==> config.mk <==
export PLATFORM = sky130hd
export DESIGN_NAME = ecp_ecr_top
export DESIGN_NICKNAME = d
export VERILOG_FILES = /design/src/rtl/ecp_ecr_pkg.sv /design/src/rtl/ecp_fifo_path.sv /design/src/rtl/ecp_ecr_ctrl.sv /design/src/rtl/ecp_ecr_top.sv
export SDC_FILE = /design/constraint.sdc
export NUM_CORES = 1
export LEC_CHECK = 0
export BUFFER_PORTS_ARGS = -buffer_cell sky130_fd_sc_hd__buf_2
export CAP_MARGIN = 20
export CORE_MARGIN = 2
export CORE_UTILIZATION = 64
export CTS_BUF_LIST = sky130_fd_sc_hd__clkbuf_4 sky130_fd_sc_hd__clkbuf_8
export DETAILED_ROUTE_END_ITERATION = 7
export PLACE_DENSITY = 0.88
export SYNTH_ARGS = -nofsm -noshare
export SYNTH_HDL_FRONTEND = slang
export SYNTH_SLANG_ARGS = --single-unit
==> constraint.sdc <==
create_clock -name clk -period 3.7 [get_ports clk]
set_clock_uncertainty 0.2 [all_clocks]
set_input_delay 0.37 -clock clk [delete_from_list [all_inputs] [get_ports clk]]
set_output_delay 0.37 -clock clk [all_outputs]
set_load 0.05 [all_outputs]
==> src/rtl/ecp_ecr_pkg.sv <==
package ecp_ecr_pkg;
  typedef enum logic [2:0] {
    MODE_STD   = 3'b000,
    MODE_BIDIR = 3'b001,
    MODE_FWD   = 3'b010,
    MODE_XFER  = 3'b011,
    MODE_ADDRD = 3'b100,
    MODE_RSVD  = 3'b101,
    MODE_TEST  = 3'b110,
    MODE_CFG   = 3'b111
  } ecrMode_t;

  typedef struct packed {
    logic push;
    logic pop;
    logic flush;
  } fifoCmd_t;

  localparam logic [1:0] ADDR_FIFO = 2'd0;
  localparam logic [1:0] ADDR_CFGB = 2'd1;
  localparam logic [1:0] ADDR_ECR  = 2'd2;
endpackage

==> src/rtl/ecp_fifo_path.sv <==
module ecp_fifo_path
  import ecp_ecr_pkg::*;
#(
  parameter int DEPTH = 16,
  localparam int AW = $clog2(DEPTH),
  localparam int CW = $clog2(DEPTH + 1)
) (
  input  logic          clk,
  input  logic          rstN,
  input  fifoCmd_t      cmd,
  input  logic [7:0]    wrByte,
  output logic [7:0]    rdByte,
  output logic [CW-1:0] fillCount,
  output logic          isEmpty,
  output logic          isFull
);
  logic [7:0]    mem [DEPTH];
  logic [AW-1:0] wrPtr, rdPtr;
  logic [CW-1:0] countQ;
  logic [7:0]    lastQ;
  logic          doPush, doPop;

  assign isEmpty   = (countQ == '0);
  assign isFull    = (countQ == CW'(DEPTH));
  assign fillCount = countQ;
  assign doPush    = cmd.push && !isFull && !cmd.flush;
  assign doPop     = cmd.pop && !isEmpty && !cmd.flush;
  assign rdByte    = isEmpty ? lastQ : mem[rdPtr];

  always_ff @(posedge clk) begin
    if (doPush) mem[wrPtr] <= wrByte;
  end

  always_ff @(posedge clk) begin
    if (!rstN) begin
      wrPtr  <= '0;
      rdPtr  <= '0;
      countQ <= '0;
      lastQ  <= '0;
    end else if (cmd.flush) begin
      wrPtr  <= '0;
      rdPtr  <= '0;
      countQ <= '0;
    end else begin
      if (doPush) wrPtr <= wrPtr + 1'b1;
      if (doPop) begin
        rdPtr <= rdPtr + 1'b1;
        lastQ <= mem[rdPtr];
      end
      countQ <= countQ + CW'(doPush) - CW'(doPop);
    end
  end

  AST_NO_OVERFLOW: assert property (@(posedge clk) disable iff (!rstN)
    countQ <= CW'(DEPTH));
  AST_FLUSH_EMPTY: assert property (@(posedge clk) disable iff (!rstN)
    cmd.flush |=> isEmpty);
  AST_FULL_DROPS: assert property (@(posedge clk) disable iff (!rstN)
    (isFull && cmd.push && !cmd.pop && !cmd.flush) |=> $stable(countQ));
  AST_EMPTY_KEEPS_LAST: assert property (@(posedge clk) disable iff (!rstN)
    (isEmpty && cmd.pop && !cmd.push) |=> (rdByte == $past(rdByte)));
endmodule

==> src/rtl/ecp_ecr_ctrl.sv <==
module ecp_ecr_ctrl
  import ecp_ecr_pkg::*;
#(
  parameter int DEPTH = 16,
  localparam int CW = $clog2(DEPTH + 1),
  localparam logic [CW-1:0] THRESH = CW'(DEPTH / 2)
) (
  input  logic          clk,
  input  logic          rstN,
  input  logic [1:0]    hostAddr,
  input  logic [7:2]    ecrData,
  input  logic          hostWr,
  input  logic          hostRd,
  input  logic          dataReverse,
  input  logic [CW-1:0] fillCount,
  input  logic          isEmpty,
  input  logic          isFull,
  output fifoCmd_t      cmd,
  output ecrMode_t      mode,
  output logic [7:0]    ecrByte,
  output logic          pending
);
  ecrMode_t   modeQ;
  logic [1:0] spareQ;
  logic       svcBitQ;
  logic       pendQ;
  logic       ecrWr, fifoMode, levelHit, svcEvent;
  logic [CW-1:0] freeCount;

  assign ecrWr     = hostWr && (hostAddr == ADDR_ECR);
  assign fifoMode  = (modeQ == MODE_TEST) || (modeQ == MODE_XFER);
  assign freeCount = CW'(DEPTH) - fillCount;
  assign levelHit  = dataReverse ? (fillCount >= THRESH) : (freeCount >= THRESH);
  assign svcEvent  = fifoMode && !svcBitQ && levelHit;

  always_comb begin
    cmd.push  = hostWr && (hostAddr == ADDR_FIFO) && (modeQ == MODE_TEST);
    cmd.pop   = hostRd && (hostAddr == ADDR_FIFO) && (modeQ == MODE_TEST);
    cmd.flush = ecrWr && (ecrData[7:5] == MODE_STD);
  end

  always_ff @(posedge clk) begin
    if (!rstN) begin
      modeQ   <= MODE_STD;
      spareQ  <= '0;
      svcBitQ <= 1'b1;
      pendQ   <= 1'b0;
    end else if (ecrWr) begin
      modeQ   <= ecrMode_t'(ecrData[7:5]);
      spareQ  <= ecrData[4:3];
      svcBitQ <= ecrData[2];
      pendQ   <= 1'b0;
    end else if (svcEvent) begin
      svcBitQ <= 1'b1;
      pendQ   <= 1'b1;
    end
  end

  assign mode    = modeQ;
  assign pending = pendQ;
  assign ecrByte = {modeQ, spareQ, svcBitQ, isFull, isEmpty};

  AST_ARM_BY_HOST: assert property (@(posedge clk) disable iff (!rstN)
    $fell(svcBitQ) |-> $past(ecrWr));
  AST_EVENT_NEEDS_ARM: assert property (@(posedge clk) disable iff (!rstN)
    $rose(pendQ) |-> ($past(!svcBitQ) && svcBitQ));
  AST_WRITE_CLEARS_REQ: assert property (@(posedge clk) disable iff (!rstN)
    ecrWr |=> !pendQ);
  AST_ACCESS_TEST_ONLY: assert property (@(posedge clk) disable iff (!rstN)
    (cmd.push || cmd.pop) |-> (mode == MODE_TEST));
endmodule

==> src/rtl/ecp_ecr_top.sv <==
module ecp_ecr_top
  import ecp_ecr_pkg::*;
#(
  parameter int         DEPTH     = 16,
  parameter logic       LEVEL_IRQ = 1'b1,
  parameter logic [2:0] IRQ_SEL   = 3'd3,
  parameter logic [2:0] DMA_SEL   = 3'd3,
  localparam int CW = $clog2(DEPTH + 1)
) (
  input  logic       clk,
  input  logic       rstN,
  input  logic [1:0] hostAddr,
  input  logic [7:0] hostWdata,
  input  logic       hostWr,
  input  logic       hostRd,
  output logic [7:0] hostRdata,
  input  logic       dataReverse,
  output logic       svcIrq
);
  fifoCmd_t      cmd;
  ecrMode_t      mode;
  logic [7:0]    fifoByte, ecrByte, cfgA, cfgB;
  logic [CW-1:0] fillCount;
  logic          isEmpty, isFull, pending;

  ecp_ecr_ctrl #(.DEPTH(DEPTH)) uCtrl (
    .clk(clk), .rstN(rstN), .hostAddr(hostAddr), .ecrData(hostWdata[7:2]),
    .hostWr(hostWr), .hostRd(hostRd), .dataReverse(dataReverse),
    .fillCount(fillCount), .isEmpty(isEmpty), .isFull(isFull),
    .cmd(cmd), .mode(mode), .ecrByte(ecrByte), .pending(pending)
  );

  ecp_fifo_path #(.DEPTH(DEPTH)) uPath (
    .clk(clk), .rstN(rstN), .cmd(cmd), .wrByte(hostWdata),
    .rdByte(fifoByte), .fillCount(fillCount), .isEmpty(isEmpty), .isFull(isFull)
  );

  assign cfgA   = {LEVEL_IRQ, 3'b001, 4'b0000};
  assign cfgB   = {1'b0, pending, IRQ_SEL, DMA_SEL};
  assign svcIrq = pending;

  always_comb begin
    case (hostAddr)
      ADDR_FIFO: hostRdata = (mode == MODE_CFG) ? cfgA : fifoByte;
      ADDR_CFGB: hostRdata = (mode == MODE_CFG) ? cfgB : 8'h00;
      ADDR_ECR:  hostRdata = ecrByte;
      default:   hostRdata = 8'h00;
    endcase
  end
endmodule

---- Word-level counts from Yosys, hierarchy flattened ----
Memory sizes are Yosys's and may differ from the RTL's. A register that Yosys moved wholly into a read port is not among the register bits.
Index checks and enable logic that the tools add are counted.
storage, ports and cells
  memory bits (writable) .................. 128
  bits of input ports ..................... 15
  memories kept ........................... 1
  output and inout port bits .............. 9
  register bits ........................... 28
  word-level logic and storage cells ...... 59
memory list
  name       words  bits a word  read ports  clocked after memory_dff  write ports  RTL line             text
  uPath.mem  16     8            1           1                         1            ecp_fifo_path.sv:17  logic [7:0] mem [DEPTH];
cells by class
  $lt $le $gt $ge ......................... 2
  equality and inequality tests ........... 6
  bitwise operators ....................... 2
  reductions and logical operators ........ 24
  multiplexer cells ....................... 11
  add/sub/neg operators ................... 5
operators by type and width
  kind                 count
  $pmux 8 s3           1
  $mux 8               2
  $logic_and 1x1->1    12
  $ge 5x4->1 const B   2
  $add 4x1->4 const B  2
  $mux 4               2
  $mux 7               1
  $eq 3x3->1 const B   2
  $add 5x1->5          1
  $eq 5x5->1 const B   1
  $logic_not 5->1      1
  $mux 1               5
  $sub 5x1->5          1
  $sub 5x5->5 const A  1
  $logic_not 1->1      4
  $reduce_or 2->1      2
  $eq 3x2->1 const B   1
  $logic_not 3->1      1
  $eq 2x1->1 const B   1
  $eq 2x2->1 const B   1
  $logic_not 2->1      1
  $not 1->1            2
  $reduce_and 2->1     1
  $reduce_bool 2->1    1
  $logic_or 1x1->1     1

---- Longest topological paths before layout ----
  word-level depth ........................ 7
  gate-level depth with buffers ........... 14
  depth with buffers taken out ............ 12

---- By module ----
A second synthesis with hierarchy kept.
second synthesis, totals
  cell total of the unflattened synthesis .. 470
  area total of the unflattened synthesis .. 6841.6 sq um
modules (own cells, without submodules)
  module         sequential area each (sq um)  cells each  times used  area each (sq um)
  ecp_fifo_path  4344.2                        400         1           6274.8
  ecp_ecr_ctrl   140.1                         45          1           402.9
  ecp_ecr_top    0.0                           25          1           163.9

---- Worst setup path before layout ----
No wires, ideal clock.
  kind .................................... reg-to-reg
  start ................................... register uPath.countQ[2], in the netlist uPath.fillCount[2]
  end ..................................... register uPath.countQ[4], in the netlist uPath.fillCount[4]
  library setup time ...................... 0.070 ns
  period minus slack after synthesis ...... 3.144 ns
  required time ........................... 3.430 ns
  setup slack ............................. 0.556 ns
  arrival time ............................ 2.874 ns
  buffers on the path ..................... 2
  stages on the path, launching flop included .. 15
  cells stage by stage .................... dfxtp_1 -> inv_1 -> ha_1 -> and2_1 -> ha_1 -> nor4bb_1 -> clkbuf_1 -> buf_2 -> xor2_1 -> ha_1 -> fa_1 -> a21oi_1 -> nor2_1 -> or3_1 -> a21oi_1
on the way
  cells in the longest elaborated chain, start to end .. 6
  elaborated cells on any way between the ends .. 10
  classes of those cells .................. add/sub (2); eq/ne (1); reduce/logical (7)
ends and longest elaborated chain
  element                          RTL line             text
  from (decl)                      ecp_fifo_path.sv:19  logic [CW-1:0] countQ;
  from (signal assigned)           ecp_fifo_path.sv:50  countQ <= countQ + CW'(doPush) - CW'(doPop);
  $eq 5x5->1                       ecp_fifo_path.sv:24  assign isFull = (countQ == CW'(DEPTH));
  $logic_not 1->1                  ecp_fifo_path.sv:26  assign doPush = cmd.push && !isFull && !cmd.flush;
  $logic_and 1x1->1 (2 in series)  ecp_fifo_path.sv:26
  $add 5x1->5                      ecp_fifo_path.sv:50
  $sub 5x1->5 *                    ecp_fifo_path.sv:50
Every way passes the cells marked *; elsewhere a longest branch is shown, timed or not.
A chain may end at the register's enable or synchronous reset.

==> qor.yml <==
run_status:
  status: "finished clean"
yosys:
  ys_ff_latch: 160
  syn_nets: 445
  syn_area_um2: 6640
  synth-edff-count: 128
  synth_cell_types: 45
  yosys_warnings: 0
  yosysTopAreaCell: "edfxtp_1"
  synth.top_cell.area_share_pct: 57.9
  synth-async-reset-ratio_pct: 0
  synth-seq-area-share_pct: 67.6
  syn_area_per_cell_um2: 16.0
  synthTopCellsByArea: "edfxtp_1 (58%), mux4_2 (9.8%), dfxtp_1 (9.7%)"
  synth_flop_cell: "edfxtp_1"
  syn_inst: 414
die:
  dieArea_um2: 11200
  coreArea_um2: 10200
  rows: 37
  die_w_um: 106
  die_h_um: 106
  initial_core_util_pct: 65.1
  io_pins: 24
power:
  vdd_drop_max_mv: 0.411
  power_density_nw_per_um2: 443
  power.leakage_nw: 2.41
worst_setup_path:
  start_kind: "register"
  worstPathMaxFanout: 12
  reg2reg_slack_ps: 330
  critical_path_class: "register to output pin"
  cp.required_ps: 3130
  r2r_end: "uPath.fillCount[4]"
  crit_arrival_ps: 2900
  critPathCaptureType: "output pin"
  reg2reg_from: "uPath.fillCount[2]"
  r2r_cells: 12
timing:
  finalSetupViolCount: 0
  final_hold_viol_count: 0
  period_needed_ps: 3470
  worst_slew_pin_slew_ps: 881
  relSlewSlack_pct: 41.1
  final.setup.tns_ps: 0
  timing.fmax_mhz: 288
  whs_ps: 67.6
  post-route-period-util_pct: 93.8
  rsz0062_at_grt: "false"
  slew_viol_final: 0
cells_and_area:
  final_common_cell: "edfxtp_1"
  fin_nets: 478
  area_growth_syn_to_layout_pct: 9.88
  most-common-layout-cells: "edfxtp_1 (128), nor2_1 (42), dfxtp_1 (31)"
  num_antenna_cells: 0
  fillers: 624
  fin_util_pct: 71.6
  drive_gt1_share_pct: 23.5
clock_tree:
  clockRootBuffer: "clkbuf_8"
  cts_buffers: 17
  cts.repair.resized: 0
  cts_tree: "built"
  ctsHoldBuffers: 0
  htreeDepth: 4
  cts_buffer_depth: 2
  clk_latency_ps: 450
  clock_sink_count: 160
  post_cts_buffers: 0
  clk_pin_slew_worst_paths_ps: 100
global_routing:
  grt_use_total_pct: 26.6
  antenna_found_initial: 0
  grt_pass1_vias: 3932
  grt_first_pass_wirelength_mm: 21.5
  grt-ovfl-total: 0
  grt_max_degree: 19
placed_design:
  port_buffers: 23
  dpl.hpwl_mm: 9.36
  gp_congestion: 0.887
routing:
  wl_met1_mm: 5.05
  post_drt_via_cell_ratio: 6.37
  routed.top_layer: "met4"
  first_pass_iters: 5
  dr_wl_met2_mm: 7.46
  drt_wl_total_mm: 13.9
  routedWlPerCell_um: 23.4
  vias: 3799
  antenna_left: 0
  drtIter0Drc: 413
  drc: 0
  wl_met3_mm: 1.15
worst_hold_path:
  hold_end: "uCtrl.svcBitQ"
  hold_start: "rstN"
  whs_path_depth: 2
  hold_path.class: "primary input to register"
flow_run:
  maxCapViolCount: 0
## cells by family after synthesis
| logic type | count (synthesis) | synth area share (%) |
|---|---|---|
| adder cells (fa/ha/maj) | 16 | 3.13 |
| multiplexers | 34 | 11.3 |
| buffers and inverters | 34 | 2.73 |
| flip-flops | 160 | 67.6 |
| AO/OA/AOI/OAI | 54 | 6.54 |
| AND/OR/NAND/NOR | 105 | 7.22 |
| XOR/XNOR | 11 | 1.45 |
## sequential cells by signal, summed over array words and instances (netlist names), named ones only
name,cells
uCtrl.svcBitQ,1
uCtrl.pending,1
uPath.wrPtr,4
uPath.rdPtr,4
uPath.lastQ,8
uCtrl.mode,3
uPath.mem,128
uPath.fillCount,5
uCtrl.spareQ,2
## per-layer routing
| layer | global-route usage [%] | up-vias |
|---|---|---|
| met5 | 0 | - |
| met4 | 8.65 | 0 |
| met3 | 6.62 | 26 |
| met2 | 46.5 | 213 |
| met1 | 32.6 | 1895 |
| li1 | - | 1665 |
## Yosys cell counts (2+ instances only)
cell type	instances
a31oi_1	2
nand3_1	9
mux4_2	29
xor2_1	7
a221oi_2	5
buf_1	3
xnor2_1	4
o21ai_1	2
dfxtp_1	32
a21boi_0	5
nand2_1	27
clkbuf_1	5
ha_1	15
buf_2	11
o21ai_0	2
mux2i_1	2
a21oi_1	8
a22o_1	10
buf_6	3
nand4_1	2
mux4_1	3
edfxtp_1	128
nor4bb_1	2
nand3b_1	2
a32oi_1	2
nand2b_1	4
o221ai_1	3
nor2_1	42
and2_1	3
inv_1	10
nor3_1	5
a221oi_1	3
nor2b_1	4
or3_1	2
o22ai_1	8
## worst max-delay path, stage by stage, from the launching register on
cell and delay, ps:
dfxtp_2 620, mux4_1 660, a22o_1 240, a221oi_2 280, nor4_1 80, or3_1 350, buf_2 220
## through the flow
step | instance area, um2 | setup WS (ps) | total power, W | cells
4_1_cts | 7280 | 200 | 0.00323 | 596
3_5_place_dp | 6910 | 305 | 0.00205 | 564
6_report | 7290 | 228 | 0.00323 | 596
3_3_place_gp | 6910 | 519 | 0.00204 | 564
5_1_grt | 7290 | 85.3 | 0.00330 | 596
2_1_floorplan | 6640 | 556 | 0.00201 | 414
## where the power goes
group / internal [W] / leakage, nW / total [W] / switching, W
Clock: 0.000550 / 0.178 / 0.00122 / 0.000668
Combinational: 0.0000152 / 0.827 / 0.0000680 / 0.0000528
Sequential: 0.00194 / 1.41 / 0.00194 / 0.00000275
## how the worst max path moves through the flow
| stage | start | end | slack [ps] | cells past startpoint |
|---|---|---|---|---|
| 3_3_place_gp | uPath.fillCount[2] | uPath.fillCount[4] | 520 | 12 |
| 3_5_place_dp | uPath.fillCount[2] | uPath.fillCount[4] | 300 | 12 |
| 2_1_floorplan | uPath.fillCount[2] | uPath.fillCount[4] | 560 | 14 |
| 4_1_cts | register | hostRdata[4] | 200 | 6 |
| 5_1_grt | register | hostRdata[4] | 90 | 6 |
| 6_report | register | hostRdata[4] | 230 | 6 |
## area by class of cell
type	count	area, um2	share of cell area, %
multi-input cells	220	1980	27.2
clock inverters	14	131	1.80
flip-flops and latches	160	4490	61.5
well taps	136	170	2.33
repair buffers	38	240	3.30
inverters	10	37.5	0.515
clock buffers	18	241	3.31
(Power assumes the default switching activity.)
